## config.mk

```make
export PLATFORM = sky130hd
export DESIGN_NAME = rtc_regfile
export DESIGN_NICKNAME = d
export VERILOG_FILES = /design/src/rtl/rtc_pkg.sv /design/src/rtl/rtc_tick_sync.sv /design/src/rtl/rtc_counter.sv /design/src/rtl/rtc_wrgate.sv /design/src/rtl/rtc_regfile.sv
export SDC_FILE = /design/constraint.sdc
export NUM_CORES = 1
export LEC_CHECK = 0
export BUFFER_PORTS_ARGS = -buffer_cell sky130_fd_sc_hd__buf_2
export CAP_MARGIN = 40
export CORE_ASPECT_RATIO = 1.1
export CORE_UTILIZATION = 38
export DETAILED_ROUTE_END_ITERATION = 6
export GPL_TIMING_DRIVEN = 0
export HOLD_SLACK_MARGIN = 0.02
export PLACE_DENSITY_LB_ADDON = 0.25
export SKIP_CTS_REPAIR_TIMING = 1
export SLEW_MARGIN = 10
export SYNTH_ARGS = -nofsm -noshare
export SYNTH_HDL_FRONTEND = slang
export SYNTH_SLANG_ARGS = --single-unit
```

## constraint.sdc

```tcl
create_clock -name clk -period 4.3 [get_ports clk]
set_clock_uncertainty 0.05 [all_clocks]
set_input_delay 0.43 -clock clk [delete_from_list [all_inputs] [get_ports clk]]
set_output_delay 0.43 -clock clk [all_outputs]
set_load 0.1 [all_outputs]
```

## src/rtl/rtc_pkg.sv

```systemverilog
package rtc_pkg;
  localparam logic [7:0] OFF_CTRL  = 8'h00;
  localparam logic [7:0] OFF_SECS  = 8'h04;
  localparam logic [7:0] OFF_ALARM = 8'h08;
  localparam logic [7:0] OFF_SCR   = 8'h34;
  localparam logic [7:0] OFF_KEY   = 8'h3C;

  localparam int B_READY  = 7;
  localparam int B_HZ_F   = 6;
  localparam int B_HZ_IE  = 5;
  localparam int B_AL_F   = 4;
  localparam int B_AL_IE  = 3;
  localparam int B_AL_EN  = 2;
  localparam int B_RUN    = 0;

  localparam logic [31:0] UNLOCK_KEY = 32'h0000_A55A;
endpackage

```

## src/rtl/rtc_tick_sync.sv

```systemverilog
module rtc_tick_sync (
  input  logic clk,
  input  logic rst_n,
  input  logic slow_clk,
  output logic tick
);
  logic [2:0] sh_q, sh_d;

  always_comb sh_d = {sh_q[1:0], slow_clk};

  always_ff @(posedge clk or negedge rst_n) begin
    if (!rst_n) sh_q <= '0;
    else        sh_q <= sh_d;
  end

  // one bus-cycle pulse per rising slow-clock edge
  assign tick = sh_q[1] & ~sh_q[2];
endmodule

```

## src/rtl/rtc_counter.sv

```systemverilog
module rtc_counter #(
  parameter int CNT_W = 32,
  parameter int DIV   = 32768
) (
  input  logic             clk,
  input  logic             rst_n,
  input  logic             tick,
  input  logic             run,
  input  logic             load,
  input  logic [CNT_W-1:0] load_val,
  output logic [CNT_W-1:0] secs,
  output logic             inc
);
  localparam int PW = $clog2(DIV + 1);

  logic [PW-1:0]    pre_q, pre_d;
  logic [CNT_W-1:0] sec_q, sec_d;
  logic             wrap;

  assign wrap = (pre_q == PW'(DIV - 1));
  assign inc  = run & tick & wrap & ~load;
  assign secs = sec_q;

  always_comb begin
    pre_d = pre_q;
    sec_d = sec_q;
    if (load) begin
      pre_d = '0;
      sec_d = load_val;
    end else if (run & tick) begin
      if (wrap) begin
        pre_d = '0;
        sec_d = sec_q + CNT_W'(1);
      end else begin
        pre_d = pre_q + PW'(1);
      end
    end
  end

  always_ff @(posedge clk or negedge rst_n) begin
    if (!rst_n) begin
      pre_q <= '0;
      sec_q <= '0;
    end else begin
      pre_q <= pre_d;
      sec_q <= sec_d;
    end
  end

  // without a load the count either holds or steps by one
  a_r7_single_step: assert property (@(posedge clk) disable iff (!rst_n)
    !load |=> (sec_q == $past(sec_q) || sec_q == $past(sec_q) + CNT_W'(1)));

  // stopped counter holds
  a_r7_hold_stopped: assert property (@(posedge clk) disable iff (!rst_n)
    (!run && !load) |=> $stable(sec_q));
endmodule

```

## src/rtl/rtc_wrgate.sv

```systemverilog
module rtc_wrgate #(
  parameter int          BUSY_TICKS = 2,
  parameter logic [31:0] KEY        = 32'h0000_A55A
) (
  input  logic        clk,
  input  logic        rst_n,
  input  logic        tick,
  input  logic        key_wr,
  input  logic [31:0] key_data,
  input  logic        reg_wr,
  output logic        accept,
  output logic        unlocked,
  output logic        ready
);
  localparam int BW = $clog2(BUSY_TICKS + 2);

  logic          unl_q, unl_d;
  logic [BW-1:0] busy_q, busy_d;

  assign ready    = (busy_q == '0);
  assign unlocked = unl_q;
  assign accept   = reg_wr & unl_q & ready;

  always_comb begin
    unl_d  = unl_q;
    busy_d = busy_q;
    if (accept) begin
      unl_d  = 1'b0;
      busy_d = BW'(BUSY_TICKS);
    end else begin
      if (key_wr && key_data == KEY) unl_d = 1'b1;
      if (tick && busy_q != '0) busy_d = busy_q - BW'(1);
    end
  end

  always_ff @(posedge clk or negedge rst_n) begin
    if (!rst_n) begin
      unl_q  <= 1'b0;
      busy_q <= '0;
    end else begin
      unl_q  <= unl_d;
      busy_q <= busy_d;
    end
  end

  // an accepted write relocks
  a_r4_relock: assert property (@(posedge clk) disable iff (!rst_n)
    accept |=> !unl_q);

  // only a key write opens the gate
  a_r3_stay_locked: assert property (@(posedge clk) disable iff (!rst_n)
    (!unl_q && !key_wr) |=> !unl_q);

  if (BUSY_TICKS > 0) begin : g_busy_chk
    // ready drops after an accepted write
    a_r5_busy_after_write: assert property (@(posedge clk) disable iff (!rst_n)
      accept |=> !ready);
  end
endmodule

```

## src/rtl/rtc_regfile.sv

```systemverilog
module rtc_regfile #(
  parameter int ADDR_W     = 8,
  parameter int DIV        = 32768,
  parameter int BUSY_TICKS = 2
) (
  input  logic              clk,
  input  logic              rst_n,
  input  logic              slow_clk,
  input  logic [ADDR_W-1:0] bus_addr,
  input  logic              bus_we,
  input  logic [31:0]       bus_wdata,
  output logic [31:0]       bus_rdata,
  output logic              irq
);
  import rtc_pkg::*;

  logic [1:0] rst_ff_q, rst_ff_d;
  logic       rst_s;

  always_comb rst_ff_d = {rst_ff_q[0], 1'b1};

  always_ff @(posedge clk or negedge rst_n) begin
    if (!rst_n) rst_ff_q <= '0;
    else        rst_ff_q <= rst_ff_d;
  end
  assign rst_s = rst_ff_q[1];

  logic hit_ctrl, hit_secs, hit_alarm, hit_scr, hit_key;
  assign hit_ctrl  = (bus_addr == ADDR_W'(OFF_CTRL));
  assign hit_secs  = (bus_addr == ADDR_W'(OFF_SECS));
  assign hit_alarm = (bus_addr == ADDR_W'(OFF_ALARM));
  assign hit_scr   = (bus_addr == ADDR_W'(OFF_SCR));
  assign hit_key   = (bus_addr == ADDR_W'(OFF_KEY));

  logic tick, accept, unlocked, ready, reg_wr, key_wr, inc;
  logic [31:0] secs;

  assign reg_wr = bus_we & (hit_ctrl | hit_secs | hit_alarm | hit_scr);
  assign key_wr = bus_we & hit_key;

  rtc_tick_sync u_sync (
    .clk(clk), .rst_n(rst_s), .slow_clk(slow_clk), .tick(tick)
  );

  rtc_wrgate #(.BUSY_TICKS(BUSY_TICKS), .KEY(UNLOCK_KEY)) u_gate (
    .clk(clk), .rst_n(rst_s), .tick(tick), .key_wr(key_wr),
    .key_data(bus_wdata), .reg_wr(reg_wr), .accept(accept),
    .unlocked(unlocked), .ready(ready)
  );

  logic run_q, run_d, ae_q, ae_d, aie_q, aie_d, hie_q, hie_d;
  logic hf_q, hf_d, af_q, af_d, match_q, match_d;
  logic [31:0] alarm_q, alarm_d, scr_q, scr_d;
  logic wr_ctrl, alarm_set;

  assign wr_ctrl = accept & hit_ctrl;

  rtc_counter #(.CNT_W(32), .DIV(DIV)) u_cnt (
    .clk(clk), .rst_n(rst_s), .tick(tick), .run(run_q),
    .load(accept & hit_secs), .load_val(bus_wdata), .secs(secs), .inc(inc)
  );

  assign match_d   = ae_q & (secs == alarm_q);
  assign alarm_set = match_d & ~match_q;

  always_comb begin
    run_d = run_q;  ae_d = ae_q;  aie_d = aie_q;  hie_d = hie_q;
    hf_d  = hf_q;   af_d = af_q;
    alarm_d = alarm_q;
    scr_d   = scr_q;
    if (wr_ctrl) begin
      run_d = bus_wdata[B_RUN];
      ae_d  = bus_wdata[B_AL_EN];
      aie_d = bus_wdata[B_AL_IE];
      hie_d = bus_wdata[B_HZ_IE];
      hf_d  = hf_q & bus_wdata[B_HZ_F];
      af_d  = af_q & bus_wdata[B_AL_F];
    end
    if (accept & hit_alarm) alarm_d = bus_wdata;
    if (accept & hit_scr)   scr_d   = bus_wdata;
    if (inc)       hf_d = 1'b1;
    if (alarm_set) af_d = 1'b1;
  end

  always_ff @(posedge clk or negedge rst_s) begin
    if (!rst_s) begin
      run_q <= 1'b0; ae_q <= 1'b0; aie_q <= 1'b0; hie_q <= 1'b0;
      hf_q  <= 1'b0; af_q <= 1'b0; match_q <= 1'b0;
      alarm_q <= '0; scr_q <= '0;
    end else begin
      run_q <= run_d; ae_q <= ae_d; aie_q <= aie_d; hie_q <= hie_d;
      hf_q  <= hf_d;  af_q <= af_d; match_q <= match_d;
      alarm_q <= alarm_d; scr_q <= scr_d;
    end
  end

  logic [31:0] ctrl_word;
  always_comb begin
    ctrl_word          = '0;
    ctrl_word[B_READY] = ready;
    ctrl_word[B_HZ_F]  = hf_q;
    ctrl_word[B_HZ_IE] = hie_q;
    ctrl_word[B_AL_F]  = af_q;
    ctrl_word[B_AL_IE] = aie_q;
    ctrl_word[B_AL_EN] = ae_q;
    ctrl_word[B_RUN]   = run_q;
  end

  always_comb begin
    bus_rdata = '0;
    if (hit_ctrl)  bus_rdata = ctrl_word;
    if (hit_secs)  bus_rdata = secs;
    if (hit_alarm) bus_rdata = alarm_q;
    if (hit_scr)   bus_rdata = scr_q;
    if (hit_key)   bus_rdata = {unlocked, 31'b0};
  end

  assign irq = (hf_q & hie_q) | (af_q & aie_q);

  // every increment leaves the 1 Hz flag set
  a_r8_flag_on_step: assert property (@(posedge clk) disable iff (!rst_s)
    inc |=> hf_q);

  // an alarm match leaves the alarm flag set
  a_r9_flag_on_match: assert property (@(posedge clk) disable iff (!rst_s)
    alarm_set |=> af_q);

  // a set flag survives any cycle without a control write
  a_r10_flag_sticky: assert property (@(posedge clk) disable iff (!rst_s)
    (hf_q && !wr_ctrl) |=> hf_q);
endmodule

```

# ---- Word-level counts from Yosys, hierarchy flattened
# Index checks and enable logic that the tools add are counted.
dict set report totals {
  reg_bits 127
}
dict set report classes {
  addsub 3
  eq_ne 7
  muxes 19
  bitwise 25
  reduce_logical 12
}
# operator n
set op_table {}
lappend op_table {{$mux W32} 7}
lappend op_table {{$mux W16} 3}
lappend op_table {{$add A32 B1 Y32 const B} 1}
lappend op_table {{$eq A32 B16 Y1 const B} 1}
lappend op_table {{$eq A32 B32 Y1} 1}
lappend op_table {{$and A1 B1 Y1} 18}
lappend op_table {{$add A16 B1 Y16 const B} 1}
lappend op_table {{$eq A16 B15 Y1 const B} 1}
lappend op_table {{$eq A8 B6 Y1 const B} 2}
lappend op_table {{$reduce_bool A2 Y1} 7}
lappend op_table {{$eq A8 B3 Y1 const B} 1}
lappend op_table {{$eq A8 B4 Y1 const B} 1}
lappend op_table {{$logic_not A8 Y1} 1}
lappend op_table {{$mux W8} 1}
lappend op_table {{$mux W1} 6}
lappend op_table {{$mux W2} 2}
lappend op_table {{$or A1 B1 Y1} 4}
lappend op_table {{$not A1 Y1} 3}
lappend op_table {{$logic_and A1 B1 Y1} 2}
lappend op_table {{$logic_not A2 Y1} 1}
lappend op_table {{$reduce_and A2 Y1} 1}
lappend op_table {{$sub A2 B1 Y2 const B} 1}

# ---- Longest topological paths before layout
# Gate-level depths: netlist of the first run.
dict set report depth {
  ltp_word 11
  ltp_mapped 8
  depth_no_buf 7
}

# ---- Cells and area by module
# From an unflattened synthesis of the first run, not the netlist that was laid out.
dict set report hier_totals {
  cells_unflattened 684
  hier_area_um2 6927.9
}
# mod n_inst cells_per_inst area_per_inst_um2 seq_area_each_um2
set by_module_without_submodules {}
lappend by_module_without_submodules {rtc_regfile 1 351 3816.2 1826.8}
lappend by_module_without_submodules {rtc_counter 1 301 2785.2 1201.2}
lappend by_module_without_submodules {rtc_wrgate 1 28 237.7 75.1}
lappend by_module_without_submodules {rtc_tick_sync 1 4 88.8 75.1}

# ---- Worst setup path before layout of the first run
# Ideal clock, no wire load.
dict set report synth_path {
  path_type {input port to output port}
  startpoint {input port bus_addr[3]}
  endpoint {output port bus_rdata[0]}
  t_arrival_ns 3.230
  t_required_ns 3.820
  setup_slack_ns 0.590
  cell_stages 4
  path_buffers 1
  cell_sequence {clkbuf_1 -> nor2b_1 -> a21oi_1 -> o21ai_0}
}
dict set report synth_between {
  elab_chain_cells 6
  word_cells_on_any_way 10
  classes_between {eq/ne: 4; mux: 5; reduce/logical: 1}
}
# element line_no
set synth_rtl {}
lappend synth_rtl {{from (decl)} rtc_regfile.sv:9} ;# input logic [ADDR_W-1:0] bus_addr,
lappend synth_rtl {{$logic_not A8 Y1} rtc_regfile.sv:29} ;# assign hit_ctrl = (bus_addr == ADDR_W'(OFF_CTRL));
lappend synth_rtl {{$mux W8} rtc_regfile.sv:111} ;# if (hit_ctrl) bus_rdata = ctrl_word;
lappend synth_rtl {{$mux W32} rtc_regfile.sv:112} ;# if (hit_secs) bus_rdata = secs;
lappend synth_rtl {{$mux W32} rtc_regfile.sv:113} ;# if (hit_alarm) bus_rdata = alarm_q;
lappend synth_rtl {{$mux W32} rtc_regfile.sv:114} ;# if (hit_scr) bus_rdata = scr_q;
lappend synth_rtl {{$mux W32 (*)} rtc_regfile.sv:115} ;# if (hit_key) bus_rdata = {unlocked, 31'b0};
lappend synth_rtl {{to (decl)} rtc_regfile.sv:12} ;# output logic [31:0] bus_rdata,
# Every way passes the cells marked *; elsewhere a longest branch is shown, timed or not.

# ---- Final worst setup path of the first run
dict set report layout_path {
  startpoint {input port bus_addr[4]}
  endpoint {output port bus_rdata[18]}
}
dict set report layout_between {
  elab_chain_cells 5
  word_cells_on_any_way 8
  classes_between {eq/ne: 4; mux: 4}
}
# element line_no
set layout_rtl {}
lappend layout_rtl {{$eq A8 B3 Y1} rtc_regfile.sv:30} ;# assign hit_secs = (bus_addr == ADDR_W'(OFF_SECS));
lappend layout_rtl {{$mux W32} rtc_regfile.sv:112}
lappend layout_rtl {{$mux W32} rtc_regfile.sv:113}
lappend layout_rtl {{$mux W32} rtc_regfile.sv:114}
lappend layout_rtl {{$mux W32 (*)} rtc_regfile.sv:115}
# Marks and branches as above.

==> Implementation_results.wiki, run 1 <==
{| class="wikitable"
! Metric !! Value
|-
| Netlist cell types || between 50 and 60
|-
| Number of port buffers || between 70 and 80
|-
| Starting Density || approximately two fifths
|-
| Clk root buf || clkbuf_16
|-
| Placed Cells || approximately 1000
|-
| Max-slew headroom || 53.6%
|-
| Setup_tns || 0 ns
|-
| Minimum clock period after layout || ~3.6 ns
|-
| Combinational family with the most area after synthesis || simple AND/OR/NAND/NOR gates
|-
| Register clock-pin slew on the reported worst setup and hold paths || about 0.06 ns
|-
| Clock latency on the worst-skew pair || between 0.4 and 0.5 ns
|-
| Worst Setup Slack post-DPL || around 0.67 ns
|-
| Average footprint of a synthesized cell || 10.3 sq um
|-
| Row Count || 51
|-
| Failing checks || design-rule violations
|-
| Vertical die dimension || 143 um
|-
| Post-synthesis net count || 707
|-
| Post-synth ARST share || between 90% and 100%
|-
| Leakage power summed over all cells || about 3.8 nW
|-
| Final critical-path setup slack || 0.652 ns
|-
| Global router's overall resource usage || between 20 and 25%
|-
| Peak clock frequency supported by timing || 0.274 GHz
|-
| Cells along the critical path || buf_2, nor2_1, nand3_1, nor3b_2, clkbuf_1, a222oi_1, inv_1, buf_2
|-
| First-pass GRT wire length || a little over 30 mm
|-
| Outcome || finished with violations
|-
| # setup viols final || 0
|-
| Antenna cell count || 0
|-
| Cell at the slowest stage of the critical path || nor3b_2
|-
| Area fraction in compound gates after synthesis || 9.02%
|-
| Dpl hpwl || between 10 and 15 mm
|-
| Detailed Route Iter0 Violations || 528
|-
| Final worst path period share || a little over four fifths
|-
| Per-cell via count in the routed design || ~5.6
|-
| Core region area || 0.0176 sq mm
|-
| I/O pin total || between 70 and 80
|-
| Cell area power density || roughly 360 mW/mm^2
|-
| Vias post-DR || 5644
|-
| Global-route congestion overflow total || 0
|-
| Horizontal extent of the die || between 100 and 150 um
|-
| Top fanout value on the critical path || 10
|-
| Final number of hold-violating endpoints || 0
|-
| Area added between synthesis and finish || 20.7%
|-
| Floorplan die area || 0.0185 sq mm
|-
| Final cell count without fillers || between 1000 and 1500
|-
| Synth Warn # || 0
|-
| Xor and xnor area share after synthesis || roughly 8.9%
|-
| Transition at the pin with the smallest max-transition slack || roughly 0.68 ns
|-
| Net count, final || around 810
|-
| Number of filler instances in the final layout || 1709
|-
| Sequential cell area fraction in the yosys report || roughly 47%
|-
| Synthesized area || 0.00682 sq mm
|-
| Slowest Stage Delay on Critical Path || between 0.6 and 0.7 ns
|-
| Fraction of final layout cells sized beyond drive strength 1 || between 20 and 30%
|-
| Kind of launch point of the worst setup path || input port
|-
| Worst hold-check path type || input port to register
|-
| TritonCTS clock tree || built
|-
| Area share of and/or/nand/nor cells after synthesis || a little under a fifth
|-
| Remaining antenna violation count || 0
|-
| Number of synthesized flops with an enable pin || 0
|-
| Number of iterations in the first detailed-routing pass || 7
|-
| RSZ-0062 raised after global routing || no
|-
| Number of pins exceeding their max-slew limit in the final report || 0
|-
| Most used flip-flop cell after synthesis || dfrtp_1
|-
| DRC Markers || 2
|-
| TritonCTS buffer count || 17
|-
| Vias in the first global route || around 5600
|-
| Number of antenna violations at the first check in global routing || 0
|-
| Signal arrival time at the worst endpoint || roughly 3.2 ns
|-
| Endpoint type of the worst setup path || primary output
|-
| Clock buffer depth || 2
|-
| Largest net degree at the start of global routing || 62
|-
| Kind of critical path || input port to primary output
|-
| Average wire per standard cell || 19.1 um
|-
| Number of flip-flops and latches in the synthesized netlist || 127
|-
| Total Routed Length || approximately 19 mm
|-
| Cell repeated most along the worst path || buf_2
|-
| Multiplexer share of the synthesized area || approximately an eighth
|-
| Number of standard cells after synthesis || 660
|-
| Number of H-tree levels || 4
|-
| Sink count of the clock tree || about 130
|-
| Required time of the worst setup path || 3.82 ns
|-
| Worst IR drop on VDD || between 0.2 and 0.3 mV
|-
| Global placer's final weighted congestion || ~0.9
|-
| Max-cap violations || 0
|-
| Adder-cell area share of the yosys netlist || less than 1%
|}
[stage by stage]
stage	total power [mW]	instance area, sq um	util [%]	hold WS, ns
2_1_floorplan	1.26	6820	-	0.0844
5_1_grt	3.03	8240	46.8	0.0362
3_5_place_dp	1.32	7560	42.9	0.166
4_1_cts	2.96	8230	46.7	-0.285
6_report	2.94	8240	46.8	0.0557
3_3_place_gp	1.31	7500	42.6	0.166
[worst max-delay path: cells and delay by family]
family                 cells  cell delay, ns
AND/OR/NAND/NOR            3            1.35
buffers and inverters      4            1.13
AO/OA/AOI/OAI              1            0.25
[layout by cell type (no fill, tap or decap), types with 7 or more instances in the layout]
cell type / instances
dfrtp_1: 126
buf_2: 88
mux2_2: 67
nand2_1: 57
nor2_1: 41
o21ai_0: 35
xnor2_1: 35
xor2_1: 34
inv_1: 30
nand3_1: 24
a222oi_1: 24
a21oi_1: 23
nand4_1: 22
clkbuf_1: 18
clkbuf_16: 17
nor3_1: 11
nor4_1: 11
and3_2: 9
mux2i_1: 8
nor3_2: 7
[registers in the layout (all words and copies together) (netlist names), 2 cells and up]
register and count:
u_gate.busy_q 2, u_cnt.secs 32, rst_ff_q 2, u_cnt.pre_q 16
alarm_q 32, u_sync.sh_q 3, scr_q 32
[synthesized netlist by cell type (all sizes together) (20+ instances only)]
master / n / share of area [%]
xnor2: 35 / 4.5
nand2: 58 / 3.2
nand3: 26 / 2.2
a222oi: 24 / 3.5
nor2: 41 / 2.3
nand4: 22 / 2.0
mux2: 69 / 11
clkbuf: 20 / 1.3
a21oi: 23 / 1.7
o21ai: 39 / 2.9
dfrtp: 127 / 47
inv: 30 / 1.7
xor2: 34 / 4.4
[power by group]
part           internal (mW)  switching [mW]  total [mW]  leakage, nW
registers               1.20         0.00566        1.20         1.50
logic                 0.0293          0.0666      0.0959         1.97
clock network           1.11           0.533        1.64        0.330
total                   2.34           0.605        2.94         3.80
[layer usage]
metal	up-vias	wire (um)	GRT usage, %
li1	2566	-	-
met1	2870	8340	27.8
met2	170	9480	36.0
met3	38	870	4.47
met4	0	602	10.5
met5	-	0	0
[kinds of logic (layout without fill, tap and decap cells)]
logic type	after synthesis	in the layout
buf+inv	64	176
simple gates	225	225
mux	77	77
compound gates	94	94
flops	127	127
other cells	1	1
fa+ha+maj	3	3
xor+xnor	69	69
[area by class of cell]
type / count / area (sq um) / area share (%)
buffer: 34 / 163 / 1.97
clock buffer: 20 / 457 / 5.54
clock inverter: 12 / 213 / 2.58
inverter: 30 / 113 / 1.37
multi-input combinational: 469 / 3370 / 40.9
sequential: 127 / 3180 / 38.6
tap: 238 / 298 / 3.62
timing repair buffer: 80 / 442 / 5.36
[final timing paths]
kind | slack (ns) | to | start | cells past startpoint
max | 0.65 | bus_rdata[18] | bus_addr[4] | 8
min in group asynchronous | 0.19 | scr_q[25] | rst_ff_q[1] | 0
min | 0.06 | u_sync.sh_q[0] | slow_clk | 1
min reg2reg | 0.19 | scr_q[25] | rst_ff_q[1] | 0
max in group asynchronous | 3.36 | run_q | rst_ff_q[1] | 1
max reg2reg | 1.94 | u_cnt.pre_q[13] | u_gate.busy_q[0] | 7
No activity file was read; power rests on OpenSTA's default activity.
==> inputs of run 2 (changes only) <==
--- a/config.mk
+++ b/config.mk
@@ -5,6 +5,7 @@
 export SDC_FILE = /design/constraint.sdc
 export NUM_CORES = 1
 export LEC_CHECK = 0
+export ABC_AREA = 1
 export BUFFER_PORTS_ARGS = -buffer_cell sky130_fd_sc_hd__buf_2
 export CAP_MARGIN = 40
 export CORE_ASPECT_RATIO = 1.1
==> constraint.sdc (replaced) <==
create_clock -name clk -period 3.5 [get_ports clk]
set_clock_uncertainty 0.05 [all_clocks]
set_input_delay 0.35 -clock clk [delete_from_list [all_inputs] [get_ports clk]]
set_output_delay 0.35 -clock clk [all_outputs]
set_load 0.1 [all_outputs]
==> run 2 against run 1 <==
The flow still finishes with violations (design-rule violations). Clock power increased by 18%. Synthesized cell count increased by 78%. Die area increased by 16%. First-iteration DRC count increased by 49%. Clock-buffer cell count increased by 3. Hold slack improved by 0.064 ns. Sequential share of layout area decreased by 4.6 points. Cell count increased by 53%. Largest power group unchanged.
==> Implementation_results.wiki, run 2 <==
{| class="wikitable"
! Metric !! Value
|-
| Average footprint of a synthesized cell || 6.78 sq um (-34%)
|-
| Area added between synthesis and finish || 17.7%
|-
| Most common cell after layout, fill and taps aside || nand2_1
|-
| Detailed Route Iter0 Violations || 786 (+49%)
|-
| Startpoint of the lowest-slack register-to-register path || u_cnt.pre_q[0]
|-
| Dpl hpwl || 21.5 mm (+52%)
|-
| Final worst path period share || between 80% and 90%
|-
| Per-cell via count in the routed design || 5.30 (-5.1%)
|-
| # setup viols final || 0 (unchanged)
|-
| Number of H-tree levels || 4 (unchanged)
|-
| Count of cells along the worst register-to-register path || 9 (+2)
|-
| Number of pins exceeding their max-slew limit in the final report || 0 (unchanged)
|-
| Number of port buffers || 76 (unchanged)
|-
| Number of iterations in the first detailed-routing pass || 7 (unchanged)
|-
| Failing checks || design-rule violations
|-
| Peak clock frequency supported by timing || around 0.32 GHz
|-
| Worst hold-check path type || input port to register
|-
| Post-synthesis net count || 1220 (+73%)
|-
| Cell repeated most along the worst path || buf_2
|-
| Antenna cell count || 0 (unchanged)
|-
| Most used standard cells in the synthesized netlist || nand2_1, nand3_1, dfrtp_1, nor2_1, inv_1
|-
| Horizontal extent of the die || 140 um (+7.9%)
|-
| Worst IR drop on VDD || 0.278 mV (+0.43%)
|-
| Leakage power summed over all cells || 4.58 nW (+20%)
|-
| Vias in the first global route || 7785 (+39%)
|-
| Row Count || 55 (+7.8%)
|-
| Global-route congestion overflow total || 0 (unchanged)
|-
| Dominant cell type by area after synthesis || dfrtp_1
|-
| Max-slew headroom || 45.1% (-8.5 points)
|-
| DRC Markers || 2 (unchanged)
|-
| Largest net degree at the start of global routing || 60 (-3.2%)
|-
| Signal arrival time at the worst endpoint || 2.71 ns (-0.46 ns)
|-
| Vertical die dimension || 154 um (+7.9%)
|-
| Number of antenna violations at the first check in global routing || 0 (unchanged)
|-
| Number of cells on the worst hold path || 3 (+2)
|-
| Minimum clock period after layout || about 3.1 ns
|-
| Leading post-synthesis cells by cell area || dfrtp_1, nand2_1, nand3_1
|-
| Final number of hold-violating endpoints || 0 (unchanged)
|-
| Floorplan die area || 0.0215 sq mm (+16%)
|-
| Cell at the slowest stage of the critical path || buf_2
|-
| First-pass GRT wire length || 43.6 mm (+44%)
|-
| Register clock-pin slew on the reported worst setup and hold paths || 0.06 ns (about the same)
|-
| Number of standard cells after synthesis || 1173 (+78%)
|-
| Total Routed Length || 28.2 mm (+46%)
|-
| Core region area || 0.0206 sq mm (+17%)
|-
| Synthesized area || 0.00796 sq mm (+17%)
|-
| Starting Density || 38.7% (-0.079 points)
|-
| Synth Warn # || 0 (unchanged)
|-
| Clk root buf || clkbuf_16
|-
| Launch instance of the worst min-delay path || bus_wdata[28]
|-
| Netlist cell types || 37 (-33%)
|-
| Most used flip-flop cell after synthesis || dfrtp_1
|-
| Sink count of the clock tree || 127 (unchanged)
|-
| Setup_tns || 0 ns (unchanged)
|-
| Slowest Stage Delay on Critical Path || 0.50 ns (-0.13 ns)
|-
| Vias post-DR || 8172 (+45%)
|-
| Sequential cell area fraction in the yosys report || 39.9% (-6.6 points)
|-
| TritonCTS buffer count || 17 (unchanged)
|-
| Endpoint type of the worst setup path || primary output
|-
| Most instantiated library cell after synthesis || nand2_1
|-
| Number of flip-flops and latches in the synthesized netlist || 127 (unchanged)
|-
| TritonCTS clock tree || built
|-
| Global router's overall resource usage || 27.0% (+4.9 points)
|-
| Fraction of final layout cells sized beyond drive strength 1 || 12.2% (-17 points)
|-
| Worst Setup SP || bus_addr[1]
|-
| Transition at the pin with the smallest max-transition slack || 0.823 ns (+0.144 ns)
|-
| Clock latency on the worst-skew pair || 0.43 ns (about the same)
|-
| Most used cells in the layout excluding fill and tap cells || nand2_1, nand3_1, dfrtp_1, nor2_1, inv_1
|-
| RSZ-0062 raised after global routing || no
|-
| Remaining antenna violation count || 0 (unchanged)
|-
| Required time of the worst setup path || 3.10 ns (-0.72 ns)
|-
| Power after layout || 3.61 mW (+23%)
|-
| Outcome || finished with violations
|-
| Net count, final || 1319 (+64%)
|-
| Share of the synthesized area in the top cell type || 39.9% (-6.6 points)
|-
| Top fanout value on the critical path || 10 (unchanged)
|-
| Cells along the critical path || buf_2, nor2_2, nand2_1, nor2_2, buf_2, inv_2, clkbuf_1, o221ai_1, buf_2
|-
| Cell area power density || 386 mW/mm^2 (+8.0%)
|-
| Average wire per standard cell || 18.3 um (-4.3%)
|-
| Clock buffer depth || 2 (unchanged)
|-
| Max-cap violations || 0 (unchanged)
|-
| Number of synthesized flops with an enable pin || 0 (unchanged)
|-
| Global placer's final weighted congestion || 0.981 (+11%)
|-
| I/O pin total || 77 (unchanged)
|-
| Kind of launch point of the worst setup path || input port
|-
| Kind of critical path || input port to primary output
|-
| Post-synth ARST share || 100% (unchanged)
|}
[run 2: path summary, 6_finish.rpt]
path	to	slack (ns)
setup / recovery	bus_rdata[30]	0.39
hold / removal	alarm_q[28]	0.12
setup reg to reg	u_cnt.secs[13]	1.07
hold reg to reg	u_cnt.pre_q[13]	0.21
max in group asynchronous	scr_q[12]	2.54
min in group asynchronous	rst_ff_q[1]	0.18
[run 2: kinds of logic (layout without fill, tap and decap cells)]
kind of cell,after synthesis,in the layout,share of synthesized area (%)
AOI/OAI and AO/OA,107,107,8.24
xor gates and xnor gates,31,31,3.41
adders and majority gates,3,3,0.472
buffers and inverters,169,281,8.65
DFF,127,127,39.9
other,1,1,0.0471
and+or+nand+nor,735,735,39.2
[run 2: worst max-delay path: cells and delay by family]
kind            cells  cell delay (ns)
buf+inv             5             1.44
simple gates        3             0.50
compound gates      1             0.41
[run 2: power by group]
| part | switching (mW) | internal (mW) |
|---|---|---|
| Combinational | 0.128 | 0.0559 |
| Clock | 0.695 | 1.23 |
| Sequential | 0.0149 | 1.49 |
| Total | 0.838 | 2.77 |
[run 2: area by class of cell]
class                   count  area (sq um)
multi-input cells         877          4090
well taps                 256           320
repair buffers             80           455
clock inverters             9           158
clock buffers              23           468
flip-flops and latches    127          3180
plain buffers              50           239
inverters                 119           449
fillers                  2166         11200
[run 2: through the flow]
| stage | setup WS, ns | instances | utilization, % | instance area [sq um] | hold slack [ns] |
|---|---|---|---|---|---|
| finish | 0.393 | 1541 | 45.5 | 9360 | 0.119 |
| global route | 0.341 | 1541 | 45.5 | 9360 | 0.139 |
| CTS | 0.438 | 1539 | 45.4 | 9340 | -0.366 |
| detailed placement | 0.445 | 1507 | 42.4 | 8720 | 0.0870 |
| global placement | 0.361 | 1505 | 42.1 | 8660 | 0.0870 |
| floorplan | 0.228 | 1173 | - | 7960 | 0.00441 |
[run 2: per-layer routing]
| metal | routed length [um] | vias up | global-route usage (%) |
|---|---|---|---|
| met4 | 755 | 0 | 10.1 |
| met3 | 1570 | 44 | 4.08 |
| met5 | 0 | - | 0 |
| met2 | 13400 | 259 | 44.1 |
| met1 | 12400 | 3895 | 36.0 |
| li1 | - | 3974 | - |
==> inputs of run 3 (changes only) <==
--- a/config.mk
+++ b/config.mk
@@ -5,17 +5,17 @@
 export SDC_FILE = /design/constraint.sdc
 export NUM_CORES = 1
 export LEC_CHECK = 0
-export ABC_AREA = 1
 export BUFFER_PORTS_ARGS = -buffer_cell sky130_fd_sc_hd__buf_2
 export CAP_MARGIN = 40
 export CORE_ASPECT_RATIO = 1.1
 export CORE_UTILIZATION = 38
 export DETAILED_ROUTE_END_ITERATION = 6
+export GPL_ROUTABILITY_DRIVEN = 0
 export GPL_TIMING_DRIVEN = 0
 export HOLD_SLACK_MARGIN = 0.02
 export PLACE_DENSITY_LB_ADDON = 0.25
 export SKIP_CTS_REPAIR_TIMING = 1
-export SLEW_MARGIN = 10
+export SLEW_MARGIN = 20
 export SYNTH_ARGS = -nofsm -noshare
 export SYNTH_HDL_FRONTEND = slang
 export SYNTH_SLANG_ARGS = --single-unit
==> run 3 against run 2 <==
Utilization is 0.80 points higher. Sequential share of layout area up 5.0 points. Critical endpoint unchanged. The run now ends clean. Sequential power hardly changed. Routed wire length is 33% lower. Cell count is 34% lower.
==> Implementation_results.wiki, run 3 (synthesis results as in run 1) <==
{| class="wikitable"
! Metric !! Value
|-
| Post-route core utilization || 46.3% (+0.80 points)
|-
| Number of pins exceeding their max-slew limit in the final report || 0 (unchanged)
|-
| Worst IR drop on VDD || 0.297 mV (+6.8%)
|-
| Kind of critical path || input port to primary output
|-
| Vias post-DR || 5534 (-32%)
|-
| Power after layout || 3.28 mW (-9.2%)
|-
| Gate power share || 3.6% (-1.5 points)
|-
| Per-cell via count in the routed design || 5.47 (+3.2%)
|-
| Number of antenna violations at the first check in global routing || 0 (unchanged)
|-
| Peak clock frequency supported by timing || 0.313 GHz (-2.8%)
|-
| Vias in the first global route || 5727 (-26%)
|-
| Switching part of the total || 21.5% (-1.7 points)
|-
| Number of port buffers || 76 (unchanged)
|-
| DRC Markers || 0 (-2)
|-
| Leakage power summed over all cells || 3.77 nW (-18%)
|-
| RSZ-0062 raised after global routing || no
|-
| Net count, final || 807 (-39%)
|-
| Kind of launch point of the worst setup path || input port
|-
| Minimum clock period after layout || 3.20 ns (+0.0888 ns)
|-
| Sequential Power Share || 45.2% (+3.6 points)
|-
| Starting Density || 38.7% (+0.079 points)
|-
| Outcome || finished clean
|-
| Max-cap violations || 0 (unchanged)
|-
| Setup_tns || 0 ns (unchanged)
|-
| Signal arrival time at the worst endpoint || 2.80 ns (+0.09 ns)
|-
| First-pass GRT wire length || 30.6 mm (-30%)
|-
| Clk root buf || clkbuf_16
|-
| Antenna cell count || 0 (unchanged)
|-
| Endpoint type of the worst setup path || primary output
|-
| Clock buffer depth || 2 (unchanged)
|-
| Row Count || 51 (-7.3%)
|-
| Final critical-path setup slack || 0.304 ns (-0.0888 ns)
|-
| Internal Dissipation || 2.57 mW (-7.2%)
|-
| Sink count of the clock tree || 127 (unchanged)
|-
| I/O pin total || 77 (unchanged)
|-
| Floorplan die area || 0.0185 sq mm (-14%)
|-
| Placed cell area || 0.00756 sq mm (-13%)
|-
| Final worst path period share || 91.3% (+2.5 points)
|-
| Worst hold-check path type || input port to register
|-
| Global router's overall resource usage || 22.1% (-4.9 points)
|-
| TritonCTS buffer count || 17 (unchanged)
|-
| TritonCTS clock tree || built
|-
| Largest net degree at the start of global routing || 49 (-18%)
|-
| Horizontal extent of the die || 130 um (-7.3%)
|-
| Placed Cells || 977 (-35%)
|-
| Total Routed Length || 19.0 mm (-33%)
|-
| Sequential Area || 0.00318 sq mm (unchanged)
|-
| Final cell count without fillers || 1011 (-34%)
|-
| Most common cell after layout, fill and taps aside || dfrtp_1
|-
| Max-slew headroom || 57.2% (+12 points)
|-
| Global-route congestion overflow total || 0 (unchanged)
|-
| Clock latency on the worst-skew pair || 0.42 ns (about the same)
|-
| Fraction of final layout cells sized beyond drive strength 1 || 28.7% (+17 points)
|-
| Vertical die dimension || 143 um (-7.3%)
|-
| Detailed Route Iter0 Violations || 454 (-42%)
|-
| Core region area || 0.0176 sq mm (-14%)
|-
| Average wire per standard cell || 18.8 um (+2.7%)
|-
| Number of H-tree levels || 4 (unchanged)
|-
| Number of filler instances in the final layout || 1695 (-22%)
|-
| WHS || 0.138 ns (+0.0192 ns)
|-
| Most used cells in the layout excluding fill and tap cells || dfrtp_1, buf_2, mux2_2, nand2_1, nor2_1
|-
| Area added between synthesis and finish || 19.5%
|-
| Net switching power || 705 uW (-16%)
|-
| Clock network fraction of total power || 51.2% (-2.1 points)
|-
| Transition at the pin with the smallest max-transition slack || 0.642 ns (-0.181 ns)
|-
| Cell area power density || 402 mW/mm^2 (+4.2%)
|-
| Number of iterations in the first detailed-routing pass || 6 (-1)
|-
| Final number of hold-violating endpoints || 0 (unchanged)
|-
| Top fanout value on the critical path || 10 (unchanged)
|-
| Register clock-pin slew on the reported worst setup and hold paths || 0.05 ns (about the same)
|-
| Remaining antenna violation count || 0 (unchanged)
|-
| Fin area || 0.00815 sq mm (-13%)
|-
| Required time of the worst setup path || 3.10 ns (about the same)
|-
| Dpl hpwl || 14.1 mm (-34%)
|-
| Worst Setup Slack post-DPL || 0.0265 ns (-0.418 ns)
|-
| # setup viols final || 0 (unchanged)
|-
| Area occupied by multi-input gates || 0.00338 sq mm (-17%)
|}
[run 3: cell types whose count changed in the layout (fill, tap and decap cells not counted), moves of 22 or more]
cell,change
a222oi_1,+24
inv_1,-85
nand3_1,-150
o221ai_1,-22
nor2_1,-80
xnor2_1,+27
nand2_1,-340
mux2_2,+67
[run 3: routing by layer]
| metal | routed length (um) | track usage, % |
|---|---|---|
| met2 | 9390 | 37.0 |
| met4 | 503 | 7.96 |
| met3 | 956 | 5.11 |
| met5 | 0 | 0 |
| met1 | 8140 | 27.7 |
[run 3: critical path: stages]
cell      delay [ns]
buf_2           0.10
nor2_1          0.33
nand3_2         0.33
nor3b_4         0.46
clkbuf_1        0.45
a222oi_1        0.24
inv_1           0.09
buf_2           0.42
[run 3: area by class of cell]
cell class / instances / area share (%)
sequential: 127 / 39.0
clock inverter: 6 / 0.675
tap: 238 / 3.65
multi-input combinational: 469 / 41.5
timing repair buffer: 81 / 5.54
buffer: 34 / 2.01
clock buffer: 26 / 6.25
inverter: 30 / 1.38
[run 3: final timing paths]
check                                 start             end  slack, ns  cells past startpoint
max in group asynchronous       rst_ff_q[1]        scr_q[7]       2.53                      1
min in group asynchronous             rst_n     rst_ff_q[1]       0.19                      2
min                           bus_wdata[11]  u_cnt.secs[11]       0.14                      3
max                             bus_addr[4]   bus_rdata[30]       0.30                      8
min reg2reg                     rst_ff_q[1]       scr_q[25]       0.25                      0
max reg2reg                u_gate.busy_q[0]  u_cnt.pre_q[7]       1.13                      7
[run 3: power by group through the flow]
stage	Clock, mW	Sequential [mW]	Combinational, mW
after floorplan	0	1.52	0.0319
after global placement	0	1.53	0.0872
after detailed placement	0	1.51	0.116
after CTS	1.72	1.48	0.116
after global routing	1.79	1.48	0.129
final	1.68	1.48	0.117
